**src/rtl/xlt_pkg.sv**
```systemverilog
package xlt_pkg;
  // Table word flag positions (decoded by software and by the walker)
  localparam int PTE_RES_BIT   = 31;
  localparam int PTE_DIRTY_BIT = 30;

  typedef enum logic [1:0] {
    ST_LOOK = 2'd0,
    ST_WALK = 2'd1,
    ST_WB   = 2'd2,
    ST_RESP = 2'd3
  } xlt_state_e;
endpackage

```
**src/rtl/xlt_cam.sv**
```systemverilog
module xlt_cam #(
  parameter int ENTRIES = 8,
  parameter int VPN_W   = 20,
  parameter int PPN_W   = 17,
  localparam int IDX_W  = $clog2(ENTRIES)
) (
  input  logic               clk,
  input  logic               rst,
  input  logic               flush,
  input  logic [VPN_W-1:0]   lk_vpn,
  output logic               hit,
  output logic [IDX_W-1:0]   hit_idx,
  output logic [PPN_W-1:0]   hit_ppn,
  output logic               hit_dirty,
  output logic [ENTRIES-1:0] valid_vec,
  input  logic               ins_en,
  input  logic [IDX_W-1:0]   ins_idx,
  input  logic [VPN_W-1:0]   ins_vpn,
  input  logic [PPN_W-1:0]   ins_ppn,
  input  logic               ins_dirty,
  input  logic               dset_en,
  input  logic [IDX_W-1:0]   dset_idx
);
  logic [ENTRIES-1:0] valid_q;
  logic [ENTRIES-1:0] dirty_q;
  logic [VPN_W-1:0]   tag_q [ENTRIES];
  logic [PPN_W-1:0]   ppn_q [ENTRIES];
  logic [ENTRIES-1:0] match;

  // Flush beats a same-cycle install
  always_ff @(posedge clk) begin
    if (rst || flush) valid_q <= '0;
    else if (ins_en)  valid_q[ins_idx] <= 1'b1;
  end

  always_ff @(posedge clk) begin
    if (ins_en) dirty_q[ins_idx] <= ins_dirty;
    if (dset_en) dirty_q[dset_idx] <= 1'b1;
  end

  // Tag/data storage without reset so it can map to distributed RAM
  always_ff @(posedge clk) begin
    if (ins_en) begin
      tag_q[ins_idx] <= ins_vpn;
      ppn_q[ins_idx] <= ins_ppn;
    end
  end

  for (genvar g = 0; g < ENTRIES; g++) begin : g_cmp
    assign match[g] = valid_q[g] && (tag_q[g] == lk_vpn);
  end

  // At most one entry matches, so OR-combining gives the selected fields
  always_comb begin
    hit_idx   = '0;
    hit_ppn   = '0;
    hit_dirty = 1'b0;
    for (int i = 0; i < ENTRIES; i++) begin
      if (match[i]) begin
        hit_idx   = hit_idx | IDX_W'(i);
        hit_ppn   = hit_ppn | ppn_q[i];
        hit_dirty = hit_dirty | dirty_q[i];
      end
    end
  end

  assign hit       = |match;
  assign valid_vec = valid_q;
endmodule

```
**src/rtl/xlt_victim.sv**
```systemverilog
module xlt_victim #(
  parameter int ENTRIES = 8,
  localparam int IDX_W  = $clog2(ENTRIES)
) (
  input  logic               clk,
  input  logic               rst,
  input  logic [ENTRIES-1:0] valid_vec,
  input  logic               take,
  output logic [IDX_W-1:0]   slot
);
  logic [IDX_W-1:0] rr_q;
  logic             all_full;

  assign all_full = &valid_vec;

  always_comb begin
    slot = rr_q;
    for (int i = ENTRIES - 1; i >= 0; i--) begin
      if (!valid_vec[i]) slot = IDX_W'(i);
    end
  end

  always_ff @(posedge clk) begin
    if (rst) rr_q <= '0;
    else if (take && all_full)
      rr_q <= (rr_q == IDX_W'(ENTRIES - 1)) ? '0 : rr_q + 1'b1;
  end
endmodule

```
**src/rtl/addr_xlate.sv**
```systemverilog
module addr_xlate
  import xlt_pkg::*;
#(
  parameter int VA_W    = 32,
  parameter int PA_W    = 29,
  parameter int OFS_W   = 12,
  parameter int MA_W    = 32,
  parameter int ENTRIES = 8,
  localparam int VPN_W  = VA_W - OFS_W,
  localparam int PPN_W  = PA_W - OFS_W,
  localparam int IDX_W  = $clog2(ENTRIES)
) (
  input  logic            clk,
  input  logic            rst,
  input  logic            flush,
  input  logic            base_we,
  input  logic [MA_W-1:0] base_val,
  input  logic            req_valid,
  input  logic            req_write,
  input  logic [VA_W-1:0] req_vaddr,
  output logic            rsp_ready,
  output logic            rsp_fault,
  output logic            rsp_stall,
  output logic [PA_W-1:0] rsp_paddr,
  output logic            mem_req,
  output logic            mem_we,
  output logic [MA_W-1:0] mem_addr,
  output logic [MA_W-1:0] mem_wdata,
  input  logic            mem_ack,
  input  logic [MA_W-1:0] mem_rdata
);
  xlt_state_e        state_q;
  logic [MA_W-3:0]   base_q;
  logic [OFS_W-1:0]  cur_ofs_q;
  logic              cur_wr_q;
  logic [VPN_W-1:0]  cur_vpn_q;
  logic [PPN_W-1:0]  cur_ppn_q;

  logic [VPN_W-1:0]  lk_vpn;
  logic              hit, hit_dirty;
  logic [IDX_W-1:0]  hit_idx, victim;
  logic [PPN_W-1:0]  hit_ppn;
  logic [ENTRIES-1:0] valid_vec;
  logic              ins_en, dset_en;
  logic              pte_res, pte_dirty;
  logic [PPN_W-1:0]  pte_ppn;
  logic [MA_W-1:0]   walk_addr;
  logic              unused_pte_bits;

  assign lk_vpn    = req_vaddr[VA_W-1:OFS_W];
  assign walk_addr = {base_q, 2'b00} + MA_W'({lk_vpn, 2'b00});
  assign pte_res   = mem_rdata[PTE_RES_BIT];
  assign pte_dirty = mem_rdata[PTE_DIRTY_BIT];
  assign pte_ppn   = mem_rdata[PPN_W-1:0];
  assign unused_pte_bits = ^{mem_rdata[PTE_DIRTY_BIT-1:PPN_W], base_val[1:0]};

  assign ins_en  = (state_q == ST_WALK) && mem_ack && pte_res;
  assign dset_en = (state_q == ST_LOOK) && req_valid && hit && req_write && !hit_dirty;

  xlt_cam #(.ENTRIES(ENTRIES), .VPN_W(VPN_W), .PPN_W(PPN_W)) u_cam (
    .clk       (clk),
    .rst       (rst),
    .flush     (flush),
    .lk_vpn    (lk_vpn),
    .hit       (hit),
    .hit_idx   (hit_idx),
    .hit_ppn   (hit_ppn),
    .hit_dirty (hit_dirty),
    .valid_vec (valid_vec),
    .ins_en    (ins_en),
    .ins_idx   (victim),
    .ins_vpn   (cur_vpn_q),
    .ins_ppn   (pte_ppn),
    .ins_dirty (pte_dirty | cur_wr_q),
    .dset_en   (dset_en),
    .dset_idx  (hit_idx)
  );

  xlt_victim #(.ENTRIES(ENTRIES)) u_victim (
    .clk       (clk),
    .rst       (rst),
    .valid_vec (valid_vec),
    .take      (ins_en),
    .slot      (victim)
  );

  always_ff @(posedge clk) begin
    if (rst) base_q <= '0;
    else if (base_we) base_q <= base_val[MA_W-1:2];
  end

  always_ff @(posedge clk) begin
    if (rst) begin
      state_q   <= ST_LOOK;
      rsp_ready <= 1'b0;
      rsp_fault <= 1'b0;
      rsp_stall <= 1'b0;
      rsp_paddr <= '0;
      mem_req   <= 1'b0;
      mem_we    <= 1'b0;
      mem_addr  <= '0;
      mem_wdata <= '0;
      cur_ofs_q <= '0;
      cur_wr_q  <= 1'b0;
      cur_vpn_q <= '0;
      cur_ppn_q <= '0;
    end else begin
      case (state_q)
        ST_LOOK: begin
          if (req_valid) begin
            cur_ofs_q <= req_vaddr[OFS_W-1:0];
            cur_wr_q  <= req_write;
            cur_vpn_q <= lk_vpn;
            cur_ppn_q <= hit_ppn;
            mem_addr  <= walk_addr;
            if (hit && !(req_write && !hit_dirty)) begin
              rsp_ready <= 1'b1;
              rsp_paddr <= {hit_ppn, req_vaddr[OFS_W-1:0]};
              state_q   <= ST_RESP;
            end else if (hit) begin
              mem_req   <= 1'b1;
              mem_we    <= 1'b1;
              mem_wdata <= {2'b11, {(MA_W-2-PPN_W){1'b0}}, hit_ppn};
              rsp_stall <= 1'b1;
              state_q   <= ST_WB;
            end else begin
              mem_req   <= 1'b1;
              mem_we    <= 1'b0;
              rsp_stall <= 1'b1;
              state_q   <= ST_WALK;
            end
          end
        end
        ST_WALK: begin
          if (mem_ack) begin
            cur_ppn_q <= pte_ppn;
            if (!pte_res) begin
              mem_req   <= 1'b0;
              rsp_fault <= 1'b1;
              rsp_stall <= 1'b0;
              state_q   <= ST_RESP;
            end else if (cur_wr_q && !pte_dirty) begin
              mem_req   <= 1'b1;
              mem_we    <= 1'b1;
              mem_wdata <= {2'b11, {(MA_W-2-PPN_W){1'b0}}, pte_ppn};
              state_q   <= ST_WB;
            end else begin
              mem_req   <= 1'b0;
              rsp_ready <= 1'b1;
              rsp_stall <= 1'b0;
              rsp_paddr <= {pte_ppn, cur_ofs_q};
              state_q   <= ST_RESP;
            end
          end
        end
        ST_WB: begin
          if (mem_ack) begin
            mem_req   <= 1'b0;
            mem_we    <= 1'b0;
            rsp_ready <= 1'b1;
            rsp_stall <= 1'b0;
            rsp_paddr <= {cur_ppn_q, cur_ofs_q};
            state_q   <= ST_RESP;
          end
        end
        default: begin
          rsp_ready <= 1'b0;
          rsp_fault <= 1'b0;
          state_q   <= ST_LOOK;
        end
      endcase
    end
  end
endmodule

```
**config.mk**
```make
export PLATFORM = sky130hd
export DESIGN_NAME = addr_xlate
export DESIGN_NICKNAME = d
export VERILOG_FILES = /design/src/rtl/xlt_pkg.sv /design/src/rtl/xlt_cam.sv /design/src/rtl/xlt_victim.sv /design/src/rtl/addr_xlate.sv
export SDC_FILE = /design/constraint.sdc
export NUM_CORES = 1
export LEC_CHECK = 0
export BUFFER_PORTS_ARGS = -buffer_cell sky130_fd_sc_hd__buf_2
export CORE_UTILIZATION = 64
export DETAILED_ROUTE_END_ITERATION = 12
export PLACE_DENSITY = 0.85
export SETUP_SLACK_MARGIN = 0.05
export SLEW_MARGIN = 40
export SYNTH_ARGS = -nofsm -noshare
export SYNTH_HDL_FRONTEND = slang
export SYNTH_SLANG_ARGS = --single-unit
```
**constraint.sdc**
```tcl
create_clock -name clk -period 13.4 [get_ports clk]
set_input_delay 2.01 -clock clk [delete_from_list [all_inputs] [get_ports clk]]
set_output_delay 2.01 -clock clk [all_outputs]
set_load 0.005 [all_outputs]
```
Word level (Yosys, flattened, before mapping)
Memories as Yosys holds them, arrays and structs flattened.
Cells that the tools add are included.
Cells by class
  mux-type cells: 94
  add/subtract/negate cells: 2
  reductions and logical operators: 40
  bitwise gates (word level): 18
  order comparisons: 4
  equal/unequal tests: 22
Operators with widths (number)
  $mux 32: 6
  $mux 29: 6
  $mux 17: 10
  $eq 20x20->1: 8
  $or 17x17->17: 7
  $pmux 29 s3: 1
  $pmux 32 s2: 1
  $mux 3: 13
  $mux 1: 38
  $pmux 17 s2: 1
  $add 32x22->32: 1
  $reduce_and 7->1: 3
  $logic_and 1x1->1: 20
  $mux 8: 2
  $ne 2x2->1 const B: 8
  $or 8x8->8: 2
  $mux 2: 7
  $pmux 1 s3: 4
  $reduce_and 6->1: 2
  $reduce_and 3->1: 3
  $bwmux 8: 1
  $lt 3x4->1 const B: 2
  $or 1x1->1: 8
  $reduce_and 8->1: 1
  20 further kinds: 25
Word-level totals
  bits in writable memories: 296
  memories: 2
  input port bits: 103
  register bits after elaboration: 199
  word-level logic and storage cells: 199
Memory list
  u_cam.tag_q: words 8, width 20, read ports 8, clocked after memory_dff 0, wr ports 1, line xlt_cam.sv:26  | logic [VPN_W-1:0] tag_q [ENTRIES];
  u_cam.ppn_q: words 8, width 17, read ports 8, clocked after memory_dff 0, wr ports 1, line xlt_cam.sv:27  | logic [PPN_W-1:0] ppn_q [ENTRIES];

Longest topological paths before layout
An unclocked memory read counts as a cell.
  depth after elaboration: 25
  depth in mapped cells: 11
  depth with buffers taken out: 11

Hierarchy
From an unflattened synthesis, not the netlist that was laid out.
Unflattened totals
  cells, all modules: 1876
  area total of the unflattened synthesis: 21272.9 um^2
By module, submodules not included
  xlt_cam: times used 1, cells each 921, area an instance 13306.5 um^2, seq. area each 9208.8 um^2
  addr_xlate: times used 1, cells each 925, area an instance 7744.9 um^2, seq. area each 3283.1 um^2
  xlt_victim: times used 1, cells each 30, area an instance 221.5 um^2, seq. area each 60.1 um^2

Least setup slack after synthesis
No wires, ideal clock.
  path type: input port to flip-flop
  from: input mem_ack
  to: register u_cam.dirty_q[5]
  arrival time: 5634 ps
  required time: 13261 ps
  slack: 7627 ps
  stages: 5
  setup time: 139 ps
  cell sequence: nand3_1 > or3_1 > nor3_1 > mux2i_1 > o31ai_1
Between the ends
  word-level cells in the longest chain between the ends: 5
RTL lines
  start: declaration: line addr_xlate.sv:29  | input logic mem_ack,
  $logic_and 1x1->1 * (2 in a row): line addr_xlate.sv:57  | assign ins_en = (state_q == ST_WALK) && mem_ack && pte_res;
  $mux 8 *: line xlt_cam.sv:37  | if (ins_en) dirty_q[ins_idx] <= ins_dirty;
  $or 8x8->8 (no source line)
  $mux 8 *: line xlt_cam.sv:38  | if (dset_en) dirty_q[dset_idx] <= 1'b1;
  end signal: indexed assignment: line xlt_cam.sv:37
  end: declaration: line xlt_cam.sv:25  | logic [ENTRIES-1:0] dirty_q;
Mark *: on every way between the ends. The rest lies on a longest branch, timed or not.
A chain may end at the register's enable or synchronous reset.

Worst setup path in the final report
  from: input req_vaddr[26]
  to: register rsp_stall
Between the ends
  word-level cells in the longest chain between the ends: 23
  elaborated cells on any way between the ends: 38
RTL lines
  start: declaration: line addr_xlate.sv:20  | input logic [VA_W-1:0] req_vaddr,
  $eq 20x20->1: line xlt_cam.sv:50  | assign match[g] = valid_q[g] && (tag_q[g] == lk_vpn);
  $logic_and 1x1->1: line xlt_cam.sv:50
  $mux 1: line xlt_cam.sv:59  | if (match[i]) begin
  $or 1x1->1: line xlt_cam.sv:62  | hit_dirty = hit_dirty | dirty_q[i];
  $mux 1: line xlt_cam.sv:59
  $or 1x1->1: line xlt_cam.sv:62
  $mux 1: line xlt_cam.sv:59
  $or 1x1->1: line xlt_cam.sv:62
  [... 7 more ...]
  $or 1x1->1: line xlt_cam.sv:62
  $mux 1: line xlt_cam.sv:59
  $logic_not 1->1: line addr_xlate.sv:116  | if (hit && !(req_write && !hit_dirty)) begin
  $logic_and 1x1->1: line addr_xlate.sv:116
  $logic_not 1->1: line addr_xlate.sv:116
  $logic_and 1x1->1 *: line addr_xlate.sv:116
  $ne 2x2->1 (no source line) *
  $reduce_and 6->1 (no source line) *
  end signal: assignment: line addr_xlate.sv:124  | rsp_stall <= 1'b1;
  end signal: assignment: line addr_xlate.sv:129  | rsp_stall <= 1'b1;
  end signal: assignment: line addr_xlate.sv:140  | rsp_stall <= 1'b0;
  end: declaration: line addr_xlate.sv:23  | output logic rsp_stall,
Marks and branches as above.

==> implementation parameters <==
Parameter                              Value

Setup path
  Critical-path top delay cell ... and3_1
  Crit Path Category ... primary input to flop
  Buffer and inverter count on the worst path ... 1
  Cell family with the largest share of critical-path delay ... simple AND/OR/NAND/NOR gates
  FF-to-FF Start ... u_cam.tag_q[2][13]$_DFFE_PP_
  Worst EP arrival ... ~5.5 ns
  Element type at the critical path end ... flop
  Required @ worst endpoint ... 13.84 ns
  Worst path max stage delay ... 0.75 ns
  Worst reg2reg path depth ... 8
  Element type at the critical path start ... primary input
  Endpoint of the worst register-to-register path ... rsp_stall$_SDFFE_PP0P_
  Reg2Reg Setup Slack ... 9.75 ns
  Series of cell instances along the critical path ... buf_2 > xor2_1 > nor4_1 > and3_1 > and2_1 > nor4_1 > a21boi_1 > a211oi_1 > mux2_1
  Crit-path most repeated cell ... nor4_1
  Worst-path maximum fanout ... 14

Synth
  Sequential-to-total area share from yosys stat ... between 50% and 60%
  Synthesized area ... 21400 um^2
  Synth cell types ... 73
  Proportion of register bits with asynchronous set or reset after synthesis ... 0%
  Number of standard cells after synthesis ... 1837
  Most instantiated flip-flop cell in the synthesis netlist ... edfxtp_1
  Count of state elements after synthesis ... 479
  Number of synthesis warnings ... 0
  Average size of a mapped cell ... 11.6 um^2
  Number of synthesized flops with an enable pin ... a little under 300

Floorplan
  Initial Utilization ... 65.4%
  Number of ports placed on the die boundary ... 201
  Core area ... roughly 33000 um^2
  Number of core rows ... 66
  Die X-Extent ... between 150 and 200 um
  Chip Height ... 185 um
  Die Footprint ... 34200 um^2

Timing
  Worst max-slew margin expressed relative to the limit ... 39.2%
  Slew at the pin with the worst max-slew slack ... 0.906 ns
  Period utilization ... 37.6%
  Max-slew violation count ... 0
  Min Tclk post-route ... between 5 and 6 ns
  Setup skew after layout ... 0.0112 ns
  Setup-failing EPs final ... 0
  Final sum of negative setup slack ... 0 ns
  Maximum clock frequency ... between 150 and 200 MHz
  Setup repair after global routing missed its margin ... false
  Min Hold Slack ... 0.448 ns
  Final Hold Fails ... 0

Cells and area
  Nets@finish ... 2098
  P&R area growth vs syn ... 12.5%
  Fill count ... 2076
  Share of post-route cells with drive strength above 1 ... 15.3%

Detailed routing
  Routed Wire Length ... ~59 mm
  Drt first pass iters ... 6
  Via density per instance ... 6.52
  Post-detailed-route count of antenna-violating nets ... 0
  Starting DRT DRC Count ... around 2k
  Wire length per cell ... between 20 and 25 um
  Number of vias after detailed routing ... 16.0k
  Residual DRC ... 0

Pwr
  Max VDD drop ... 0.000138 V
  Leakage power ... between 8 and 9 nW
  Power density cells ... 166 nW/um^2

Global routing
  Antenna violations before repair ... 1
  Wire length of the first global-routing pass ... a little under 90 mm
  Total gr overflow ... 0
  Via count of the first global-routing pass ... ~16k
  Overall routing resource usage ... about a third
  Largest net degree at the start of global routing ... 116

Clocking
  Number of H-tree levels ... 2
  TritonCTS clock tree ... built
  Total setup buffers inserted after CTS ... 0
  Clock latency of the later-clocked register in the worst-skew pair ... ~0.56 ns
  Cell at the root of the clock tree ... clkbuf_16
  Hold buffer count at cts ... 0
  Count of instances resized after the clock tree is built ... 0
  Clock tree sinks ... 479
  Clk buf depth ... 3
  Total CTS buffers ... between 40 and 50
  CTS clk-pin slew, worst paths ... 0.06 ns

Placement
  Dpl hpwl ... 36.7 mm
  RePlAce Congestion ... 0.942
  Number of input and output port buffers inserted ... 170

Min path
  Class of the tightest hold or removal check ... flop to flop
  Min-delay src ... mem_addr[12]$_SDFFE_PP0P_
  Capture endpoint of the worst hold path ... mem_addr[12]$_SDFFE_PP0P_
  Worst hold path stage count ... 2

Job
  Number of violations of the max-capacitance limit ... 0

Run status
  Outcome ... finished, final reports clean
kinds of logic (layout without fill, tap and decap cells):
group,count (synthesis),after routing,share of synthesized area [%]
XOR/XNOR,174,174,7.12
AO/OA/AOI/OAI,289,289,9.43
adder cells (fa/ha/maj),27,27,1.61
other,1,18,0.0175
buffers and inverters,149,303,3.56
AND/OR/NAND/NOR,627,627,15.2
multiplexers,91,91,4.39
flip-flops,479,479,58.7
state kept, by name (all words and copies together) (netlist names), 2 cells and up:
signal / flops
u_cam.dirty_q: 8
cur_ppn_q: 17
u_cam.ppn_q: 136
u_cam.valid_vec: 8
rsp_paddr: 29
base_q: 30
cur_vpn_q: 20
u_cam.tag_q: 160
mem_wdata: 18
u_victim.rr_q: 3
mem_addr: 30
cur_ofs_q: 12
state_q: 2
area by class of cell:
type	instances	area, um^2	share of cell area, %
Sequential cell	479	12600	52.1
Multi-Input combinational cell	1223	8230	34.2
Clock buffer	59	1280	5.33
Timing Repair Buffer	196	1070	4.45
Tap cell	442	553	2.30
Clock inverter	26	293	1.22
Inverter	22	82.6	0.343
Antenna cell	3	7.51	0.0312
power by group:
| part | internal (W) | leakage, nW | switching, W |
|---|---|---|---|
| logic | 0.000310 | 3.81 | 0.000532 |
| registers | 0.00169 | 4.17 | 0.0000922 |
| clock network | 0.000810 | 0.777 | 0.000557 |
worst min-delay path, cell delays in order (launching register included):
cell and delay, ns:
dfxtp_1 0.31, nand2_1 0.05, a21oi_1 0.05
cells in the mapped netlist (all sizes together) (25+ instances only):
cell type | count | share of area (%)
ha | 26 | 1.5
a22o | 26 | 1.1
mux2i | 69 | 3.2
a22oi | 56 | 2.0
nand4 | 77 | 2.3
edfxtp | 296 | 42
xor2 | 25 | 1.0
nor4 | 43 | 1.4
buf | 61 | 2.0
xnor2 | 149 | 6.1
nor2b | 44 | 1.3
nor3 | 26 | 0.63
nand3 | 71 | 1.7
clkbuf | 66 | 1.2
o21ai | 32 | 0.75
nor2 | 121 | 2.1
dfxtp | 183 | 17
nand2b | 33 | 0.96
nand2 | 142 | 2.5
a21oi | 85 | 2.0
worst max-delay path by stage:
stage	from	cells past startpoint	to
5_1_grt	req_vaddr[25]	9	rsp_stall$_SDFFE_PP0P_
2_1_floorplan	mem_ack	5	u_cam.dirty_q[5]$_DFF_P_
4_1_cts	req_vaddr[21]	9	mem_wdata[4]$_SDFFE_PP0P_
3_3_place_gp	req_vaddr[21]	9	mem_wdata[0]$_SDFFE_PP0P_
3_5_place_dp	req_vaddr[20]	9	rsp_paddr[12]$_SDFFE_PP0P_
6_report	req_vaddr[26]	9	rsp_stall$_SDFFE_PP0P_
per-stage QoR:
stage	total power [W]	area, um^2	util (%)	setup slack (ns)	std cells
6_report	0.00399	24100	73.6	8.37	2450
5_1_grt	0.00413	24100	73.6	8.27	2448
4_1_cts	0.00396	24000	73.5	8.28	2446
3_5_place_dp	0.00261	22400	68.6	7.73	2361
3_3_place_gp	0.00258	22400	68.6	7.49	2361
2_1_floorplan	0.00234	21400	-	7.63	1851
layout by cell type (no fill, tap or decap), types with 8 or more instances in the layout:
cell         n
a211o_1     11
a211oi_1    13
a21oi_1     85
a22o_1      26
a22oi_1     56
and3_1      11
buf_2      168
buf_4       24
clkbuf_1     8
clkbuf_16   49
clkinv_1    10
clkinv_2     9
conb_1      15
dfxtp_1    183
edfxtp_1   296
ha_1        25
inv_1       22
mux2_1      16
mux2i_1     69
nand2_1    141
nand2b_1    33
nand3_1     70
nand4_1     77
nor2_1     120
nor2b_1     44
nor3_1      17
nor4_1      36
o21a_1      11
o21ai_0     22
o21ai_1     10
or3_1       11
or4_1       11
xnor2_1    149
xor2_1      25
per-layer routing:
| layer | track usage, % | up-vias | wire length, um |
|---|---|---|---|
| li1 | - | 6999 | - |
| met5 | 0 | - | 0 |
| met4 | 19.6 | 0 | 3150 |
| met3 | 7.26 | 227 | 6080 |
| met2 | 56.9 | 1059 | 28600 |
| met1 | 43.2 | 7682 | 21600 |
No activity file was read; power rests on OpenSTA's default activity.
